## src/rtl/wdw_pkg.sv

```systemverilog
package wdw_pkg;
   typedef enum logic [1:0] {
      WDW_CTRL = 2'd0,
      WDW_MODE = 2'd1,
      WDW_STAT = 2'd2
   } wdw_addr_e;

   localparam logic [7:0] WDW_KEY     = 8'hA5;
   localparam int         KEY_LSB     = 24;
   localparam int         RESTART_BIT = 0;
   localparam int         RSTEN_BIT   = 12;
   localparam int         HALT_BIT    = 13;
   localparam int         OFF_BIT     = 15;
   localparam int         WIN_LSB     = 16;
   localparam int         ST_UF_BIT   = 0;
   localparam int         ST_ERR_BIT  = 1;
   localparam int         ST_CNT_LSB  = 16;
endpackage

```

## src/rtl/wdw_prescale.sv

```systemverilog
module wdw_prescale #(
   parameter int DIV = 128
) (
   input  logic clk,
   input  logic rst_n,
   input  logic slow_en,
   output logic tick
);
   generate
      if (DIV < 1) begin : g_bad
         $error("wdw_prescale: DIV must be at least 1");
      end
      if (DIV == 1) begin : g_pass
         assign tick = slow_en;
      end else begin : g_div
         localparam int PW = $clog2(DIV);
         localparam logic [PW-1:0] LAST = PW'(DIV - 1);
         logic [PW-1:0] pc;
         always_ff @(posedge clk or negedge rst_n) begin
            if (!rst_n) begin
               pc <= '0;
            end else if (slow_en) begin
               pc <= (pc == LAST) ? '0 : pc + PW'(1);
            end
         end
         assign tick = slow_en && (pc == LAST);
      end
   endgenerate
endmodule

```

## src/rtl/wdw_regs.sv

```systemverilog
module wdw_regs
   import wdw_pkg::*;
#(
   parameter int CNT_W = 12
) (
   input  logic             clk,
   input  logic             rst_n,
   input  logic             bus_wr,
   input  logic             bus_rd,
   input  logic [1:0]       bus_addr,
   input  logic [31:0]      bus_wdata,
   input  logic             uf_set,
   input  logic             err_set,
   input  logic [CNT_W-1:0] cnt,
   output logic [31:0]      bus_rdata,
   output logic [CNT_W-1:0] reload,
   output logic [CNT_W-1:0] window,
   output logic             rst_en,
   output logic             halt_en,
   output logic             off,
   output logic             kick,
   output logic             locked,
   output logic             mode_wr
);
   logic uf_q, err_q, stat_rd;
   logic [31:0] mode_view, stat_view;

   assign mode_wr = bus_wr && (bus_addr == WDW_MODE);
   assign stat_rd = bus_rd && (bus_addr == WDW_STAT);
   assign kick    = bus_wr && (bus_addr == WDW_CTRL)
                 && (bus_wdata[KEY_LSB +: 8] == WDW_KEY)
                 && bus_wdata[RESTART_BIT];

   always_ff @(posedge clk or negedge rst_n) begin
      if (!rst_n) begin
         reload  <= '1;
         window  <= '1;
         rst_en  <= 1'b1;
         halt_en <= 1'b0;
         off     <= 1'b0;
         locked  <= 1'b0;
      end else if (mode_wr && !locked) begin
         reload  <= bus_wdata[CNT_W-1:0];
         window  <= bus_wdata[WIN_LSB +: CNT_W];
         rst_en  <= bus_wdata[RSTEN_BIT];
         halt_en <= bus_wdata[HALT_BIT];
         off     <= bus_wdata[OFF_BIT];
         locked  <= 1'b1;
      end
   end

   always_ff @(posedge clk or negedge rst_n) begin
      if (!rst_n) begin
         uf_q  <= 1'b0;
         err_q <= 1'b0;
      end else begin
         uf_q  <= uf_set  | (uf_q  & ~stat_rd);
         err_q <= err_set | (err_q & ~stat_rd);
      end
   end

   always_comb begin
      mode_view                     = '0;
      mode_view[CNT_W-1:0]          = reload;
      mode_view[WIN_LSB +: CNT_W]   = window;
      mode_view[RSTEN_BIT]          = rst_en;
      mode_view[HALT_BIT]           = halt_en;
      mode_view[OFF_BIT]            = off;
      stat_view                     = '0;
      stat_view[ST_UF_BIT]          = uf_q;
      stat_view[ST_ERR_BIT]         = err_q;
      stat_view[ST_CNT_LSB +: CNT_W] = cnt;
      case (bus_addr)
         WDW_MODE: bus_rdata = mode_view;
         WDW_STAT: bus_rdata = stat_view;
         default:  bus_rdata = '0;
      endcase
   end
endmodule

```

## src/rtl/wdw_core.sv

```systemverilog
module wdw_core #(
   parameter int CNT_W = 12
) (
   input  logic             clk,
   input  logic             rst_n,
   input  logic             tick,
   input  logic             kick,
   input  logic             dbg_halt,
   input  logic [CNT_W-1:0] reload,
   input  logic [CNT_W-1:0] window,
   input  logic             rst_en,
   input  logic             halt_en,
   input  logic             off,
   output logic [CNT_W-1:0] cnt,
   output logic             uf_set,
   output logic             err_set,
   output logic             rst_req
);
   logic kick_ok, early, step, at_zero, fault, req_q;

   assign kick_ok = kick && !off;
   assign early   = kick_ok && (cnt > window);
   assign step    = tick && !off && !(halt_en && dbg_halt) && !kick_ok;
   assign at_zero = (cnt == '0);
   assign uf_set  = step && at_zero;
   assign err_set = early;
   assign fault   = (uf_set || err_set) && rst_en;

   always_ff @(posedge clk or negedge rst_n) begin
      if (!rst_n) begin
         cnt <= '1;
      end else if (kick_ok) begin
         if (!early) cnt <= reload;
      end else if (step) begin
         cnt <= at_zero ? reload : cnt - CNT_W'(1);
      end
   end

   always_ff @(posedge clk or negedge rst_n) begin
      if (!rst_n)     req_q <= 1'b0;
      else if (fault) req_q <= 1'b1;
      else if (tick)  req_q <= 1'b0;
   end

   assign rst_req = req_q && !off;
endmodule

```

## src/rtl/wdw_top.sv

```systemverilog
module wdw_top #(
   parameter int CNT_W    = 12,
   parameter int PRESCALE = 128
) (
   input  logic        clk,
   input  logic        rst_n,
   input  logic        slow_en,
   input  logic        dbg_halt,
   input  logic        bus_wr,
   input  logic        bus_rd,
   input  logic [1:0]  bus_addr,
   input  logic [31:0] bus_wdata,
   output logic [31:0] bus_rdata,
   output logic        rst_req
);
   generate
      if (CNT_W < 2 || CNT_W > 12) begin : g_bad_w
         $error("wdw_top: CNT_W must lie in 2..12");
      end
   endgenerate

   logic             tick, kick, uf_set, err_set;
   logic             rst_en, halt_en, off, locked, mode_wr;
   logic [CNT_W-1:0] cnt, reload, window;

   wdw_prescale #(.DIV(PRESCALE)) u_pre (
      .clk(clk), .rst_n(rst_n), .slow_en(slow_en), .tick(tick)
   );

   wdw_regs #(.CNT_W(CNT_W)) u_regs (
      .clk(clk), .rst_n(rst_n), .bus_wr(bus_wr), .bus_rd(bus_rd),
      .bus_addr(bus_addr), .bus_wdata(bus_wdata), .uf_set(uf_set),
      .err_set(err_set), .cnt(cnt), .bus_rdata(bus_rdata),
      .reload(reload), .window(window), .rst_en(rst_en),
      .halt_en(halt_en), .off(off), .kick(kick), .locked(locked),
      .mode_wr(mode_wr)
   );

   wdw_core #(.CNT_W(CNT_W)) u_core (
      .clk(clk), .rst_n(rst_n), .tick(tick), .kick(kick),
      .dbg_halt(dbg_halt), .reload(reload), .window(window),
      .rst_en(rst_en), .halt_en(halt_en), .off(off), .cnt(cnt),
      .uf_set(uf_set), .err_set(err_set), .rst_req(rst_req)
   );
endmodule

```

## config.mk

```make
export PLATFORM = sky130hd
export DESIGN_NAME = wdw_top
export DESIGN_NICKNAME = d
export VERILOG_FILES = /design/src/rtl/wdw_pkg.sv /design/src/rtl/wdw_prescale.sv /design/src/rtl/wdw_regs.sv /design/src/rtl/wdw_core.sv /design/src/rtl/wdw_top.sv
export SDC_FILE = /design/constraint.sdc
export NUM_CORES = 1
export LEC_CHECK = 0
export BUFFER_PORTS_ARGS = -buffer_cell sky130_fd_sc_hd__buf_4
export CAP_MARGIN = 30
export CORE_ASPECT_RATIO = 1.75
export CORE_MARGIN = 1
export CORE_UTILIZATION = 40
export CTS_BUF_LIST = sky130_fd_sc_hd__clkbuf_16
export CTS_CLUSTER_DIAMETER = 50
export DETAILED_ROUTE_END_ITERATION = 16
export SYNTH_ARGS = -nofsm -noshare
export SYNTH_HDL_FRONTEND = slang
export SYNTH_HIERARCHICAL = 1
export SYNTH_SLANG_ARGS = --single-unit
```

## constraint.sdc

```tcl
create_clock -name clk -period 2.2 [get_ports clk]
set_clock_uncertainty 0.1 [all_clocks]
set_input_delay 0.33 -clock clk [delete_from_list [all_inputs] [get_ports clk]]
set_output_delay 0.33 -clock clk [all_outputs]
set_load 0.02 [all_outputs]
```

## Yosys cells after proc, flatten, opt, wreduce, memory -nomap -nowiden

Index checks and enable logic that the tools add are counted.

- Register bits after elaboration: 50
- Output and inout port bits: 33
- Logic and storage cells: 58
- Input bits: 40

- Bitwise gates (word level): 5
- Eq/ne operators: 5
- Reduce and logical (&&, ||, !) cells: 26
- Magnitude comparators: 1
- $add $sub $neg: 2
- Multiplexer cells: 8

Operator list:

| cell | count |
|---|---|
| 28-bit case mux with 2 select lines | 1 |
| 12-bit 2-to-1 mux | 4 |
| 1-bit logical AND | 16 |
| 12-bit greater-than comparator | 1 |
| 12-bit zero test | 1 |
| 12-bit by 1-bit subtractor with 12-bit output, second input constant | 1 |
| 8-bit == test, second input constant | 1 |
| 7-bit by 1-bit adder with 7-bit output, second input constant | 1 |
| 7-bit == test, second input constant | 1 |
| 7-bit 2-to-1 mux | 1 |
| 1-bit zero test | 4 |
| 2-bit nonzero test | 2 |
| 1-bit AND | 2 |
| 2-bit by 1-bit == test with 1-bit output, second input constant | 1 |
| 2-bit == test, second input constant | 1 |
| 2-bit zero test | 1 |
| 1-bit 2-to-1 mux | 2 |
| 2-bit != test, second input constant | 1 |
| 1-bit OR | 2 |
| 2-bit AND reduction | 1 |
| 1-bit logical OR | 1 |
| 1-bit inverter | 1 |

## Depth between registers and ports, before layout

- Depth in word-level cells: 11
- Gate-level depth with buffers: 11
- Gate-level depth less buffers: 9

## Hierarchy

The synthesis kept the hierarchy.

By module, submodules not included:

| module | area an instance (sq um) | instances | seq. area each (sq um) | cells an instance |
|---|---|---|---|---|
| wdw_regs | 1619.1 | 1 | 782.0 | 116 |
| wdw_core | 1229.9 | 1 | 340.3 | 154 |
| wdw_prescale | 345.3 | 1 | 175.2 | 34 |

## Worst setup path after synthesis

No wires, ideal clock.

- Path type: register to register
- Start point: register u_regs.window[1]
- End point: register u_core.cnt[0]
- Slack: -0.062 ns
- Stages on the path, launching flop included: 9
- Clock period less this slack: 2.262 ns
- Data required time: 2.017 ns
- Arrival time: 2.079 ns
- Buffers on the path: 0
- Setup time: 0.083 ns
- Path through: dfstp_2 inv_1 ha_1 nor2b_1 o211ai_1 a211o_1 and4_4 or3b_1 a221o_1

- Word-level cells in the longest chain between the ends: 4

Ends and longest elaborated chain:

| item | line | source |
|---|---|---|
| start: declaration | wdw_regs.sv:17 | `output logic [CNT_W-1:0] window,` |
| start signal: assignment | wdw_regs.sv:44 | `window <= bus_wdata[WIN_LSB +: CNT_W];` |
| 12-bit greater-than comparator | wdw_core.sv:22 | `assign early = kick_ok && (cnt > window);` |
| 1-bit logical AND | wdw_core.sv:22 |  |
| 2-bit != test (no line) | n/a |  |
| 2-bit AND reduction (no line) | n/a |  |
| end signal: assignment | wdw_core.sv:33 | `if (!early) cnt <= reload;` |
| end signal: assignment | wdw_core.sv:35 | `cnt <= at_zero ? reload : cnt - CNT_W'(1);` |
| end: declaration | wdw_core.sv:14 | `output logic [CNT_W-1:0] cnt,` |

No other way between the ends.
A chain may end at the register's enable or synchronous reset.

## Worst setup path after layout

Ends and elaborated chain as after synthesis.

==> flow_metrics.py <==
metrics = {
    "detailed_routing": {
        "vias": 2686,
        "route.antenna.remaining_nets": 0,
        "firstDrtPassIters": 4,
        "vias_per_cell": 5.43,
        "drc": 0,
        "avgRoutedWirePerCell_microns": 16.4,
        "routed_wl_mm": 8.11,
        "drtIter0Drc": 186,
    },
    "place": {
        "dpl_cell_area_sq_mm": 0.00401,
        "dp.final_hpwl_mm": 6.08,
        "port_buffers": 66,
        "post-place-ws_ns": -0.221,
        "place_congestion": 0.969,
    },
    "min_path": {
        "hp-start": "bus_wdata[18]",
        "min_to": "u_regs/window[2]",
        "min_delay_path_depth": 2,
        "hold_class": "input port to register",
    },
    "job": {
        "drv_cap": 0,
    },
    "setup_path": {
        "crit_required_ns": 2.32,
        "startpoint_type": "register",
        "cp_max_fo": 3,
        "critical-path-slowest-cell": "dfstp_2",
        "crit_start": "u_regs/window[1]",
        "reg2reg_depth": 8,
        "timing.rr.end": "u_core/cnt[0]",
        "crit_arrival_ns": 2.53,
        "rr_startpoint": "u_regs/window[1]",
        "worst-r2r-setup-slack_ns": -0.21,
        "cp-end-kind": "register",
        "worst_path_largest_cell_delay_ns": 0.54,
        "crit_type": "register to register",
        "crit_chain": "inv_2 -> ha_4 -> nor2b_4 -> o211ai_1 -> a211o_1 -> and4_4 -> or3b_1 -> a221o_1",
    },
    "cts": {
        "cts_root_buf": "clkbuf_16",
        "tritoncts": "built",
        "cts_buffers": 5,
        "clk_pin_slew_ns": 0.06,
        "insertion_delay_ns": 0.29,
        "cts_sinks": 50,
        "clk_path_buf_depth": 2,
        "htreeDepth": 2,
    },
    "logic_synthesis": {
        "yosysTopAreaCell": "dfstp_2",
        "ys.flop_type": "dfstp_2",
        "synth_fa_ha_area_frac": 0.0705,
        "yosysUniqueCellTypes": 50,
        "yosys-top-cells-area": "dfstp_2, dfrtp_1, mux2_4",
        "synth-seq-cells": 50,
        "yosysWarnings": 6,
        "synth_top_family_by_area": "simple AND/OR/NAND/NOR gates",
        "syn-cell-area_sq_mm": 0.00319,
        "synth_xor_area_frac": 0.00823,
        "synth_compound_area_frac": 0.148,
        "avgSynthCellArea_sq_um": 10.5,
        "synthSimpleGateAreaFrac": 0.165,
        "synth_top_area_share": 0.304,
        "synth_cells": 304,
        "seq_area_frac_synth": 0.406,
        "ys_async_sr_fraction": 1.00,
        "synthMuxAreaShare": 0.125,
        "synth_edf_count": 0,
    },
    "sta": {
        "worst_pin_slew_ns": 0.641,
        "rsz0062_at_grt": "yes",
        "finalSetupViolCount": 13,
        "hold_viol": 0,
        "fin_crit_ns": 2.41,
        "maxSlewHeadroom": 0.573,
        "fin_ws_ns": -0.211,
        "finalCritPeriodShare": 1.10,
        "slew_viol_final": 0,
        "fmax_ghz": 0.415,
    },
    "global_routing": {
        "grt_overflow_total": 0,
        "grt_pass1_vias": 2744,
        "grt_max_degree": 51,
        "grt_usage": 0.205,
        "antenna_found_initial": 0,
        "grt_pass1_wl_mm": 13.4,
    },
    "die": {
        "start_util": 0.416,
        "die_h_microns": 120,
        "placementRows": 42,
        "core_area_sq_mm": 0.00767,
        "die-area_sq_mm": 0.00836,
        "ios": 73,
        "die_w_microns": 69.6,
    },
    "power_and_ir_drop": {
        "powerDensity_mw_per_mm2": 840,
        "p_leak_uw": 0.00213,
        "ir_drop_mv": 0.511,
    },
    "status": {
        "violations": "setup timing",
        "status": "complete, but fails checks",
    },
    "cells_and_area": {
        "fin_nets": 464,
        "synthToLayoutAreaGrowth_pct": 32.4,
        "final_cell_mix": "buf_4, dfstp_2, nor2_1, mux2_4, inv_1",
        "final_layout_size_suffix_gt1_frac": 0.489,
        "finalInstanceArea_sq_mm": 0.00423,
        "diodes": 0,
        "fin_util": 0.551,
        "final_common_cell": "buf_4",
    },
}
registers in the layout (all words and copies together) (netlist names):
| signal | count |
|---|---|
| u_regs/halt_en | 1 |
| u_core/cnt | 12 |
| u_pre/g_div.pc | 7 |
| u_regs/rst_en | 1 |
| u_regs/reload | 12 |
| u_regs/err_q | 1 |
| u_regs/window | 12 |
| u_regs/uf_q | 1 |
| u_regs/off | 1 |
| u_core/req_q | 1 |
| u_regs/locked | 1 |
through the flow:
| step | hold WS (ns) | power [uW] | cells | setup TNS [ns] |
|---|---|---|---|---|
| floorplan | -0.0656 | 2250 | 308 | -0.309 |
| global placement | 0.299 | 2720 | 486 | -1.77 |
| detailed placement | 0.299 | 2760 | 486 | -2.82 |
| CTS | 0.156 | 3550 | 495 | -1.71 |
| global route | 0.154 | 3790 | 495 | -2.99 |
| finish | 0.161 | 3550 | 495 | -1.77 |
cells in the mapped netlist, types with 2 or more instances:
library cell  number
a21o_1             2
a21oi_1           14
a22o_1            14
a31oi_1            7
a41oi_1            4
and2_1             5
and3_1            11
and3_2             3
buf_12             2
buf_2              5
buf_4              6
buf_6              3
clkbuf_1           4
dfrtp_1           13
dfstp_2           37
ha_1              18
inv_1             20
mux2_2             8
mux2_4            20
nand2_1           18
nand2b_1           4
nand3_1            7
nand3b_1           3
nand4_1            5
nor2_1            22
nor2b_1            3
nor3_1             6
nor3_2             2
o21ai_0            5
o32a_1            10
or3_1              2
xnor2_1            3
critical path, delay by kind of cell (launching register included):
family / cells / cell delay (ns)
AOI/OAI and AO/OA: 3 / 0.71
adders and majority gates: 1 / 0.26
buffers and inverters: 1 / 0.05
DFF: 1 / 0.54
and+or+nand+nor: 3 / 0.69
kinds of logic after synthesis:
group / count (synthesis)
XOR/XNOR: 3
buffers and inverters: 41
multiplexers: 29
flip-flops: 50
AND/OR/NAND/NOR: 98
adder cells (fa/ha/maj): 18
AO/OA/AOI/OAI: 64
other: 1
routing by layer:
metal	up-vias	wire (microns)	global-route usage	part of all wire
met1	1304	3260	0.238	0.40
met5	-	0	0	0
met2	71	4310	0.368	0.53
met4	0	229	0.0893	0.028
li1	1299	-	-	-
met3	12	310	0.0342	0.038
report_power, final:
part           switching, uW  internal (uW)
clock                    347            416
sequential               156           1190
combinational            701            736
how the worst max path moves through the flow:
stage	endpoint	slack, ns
after floorplan	u_core/cnt[0]	-0.06
after global placement	u_core/cnt[2]	-0.15
after detailed placement	u_core/cnt[3]	-0.22
after CTS	u_core/cnt[0]	-0.19
after global routing	u_core/cnt[1]	-0.27
final	u_core/cnt[0]	-0.21
area by class of cell:
class | count | area, sq um
Clock buffer | 5 | 125
Clock inverter | 3 | 16.3
Fill cell | 709 | 3440
Inverter | 20 | 75.1
Multi-Input combinational cell | 217 | 1730
Sequential cell | 50 | 1300
Tap cell | 88 | 110
Timing Repair Buffer | 112 | 876
repair_timing:
action | in CTS | in global routing
hold endpoints to repair | 13 | 0
pin swaps | 0 | 1
endpoints found under the setup margin | 27 | 13
setup buffers | 0 | 0
hold buffers | 1 | 0
gates resized for setup | 7 | 4
Power figures use the tool's default switching activity.
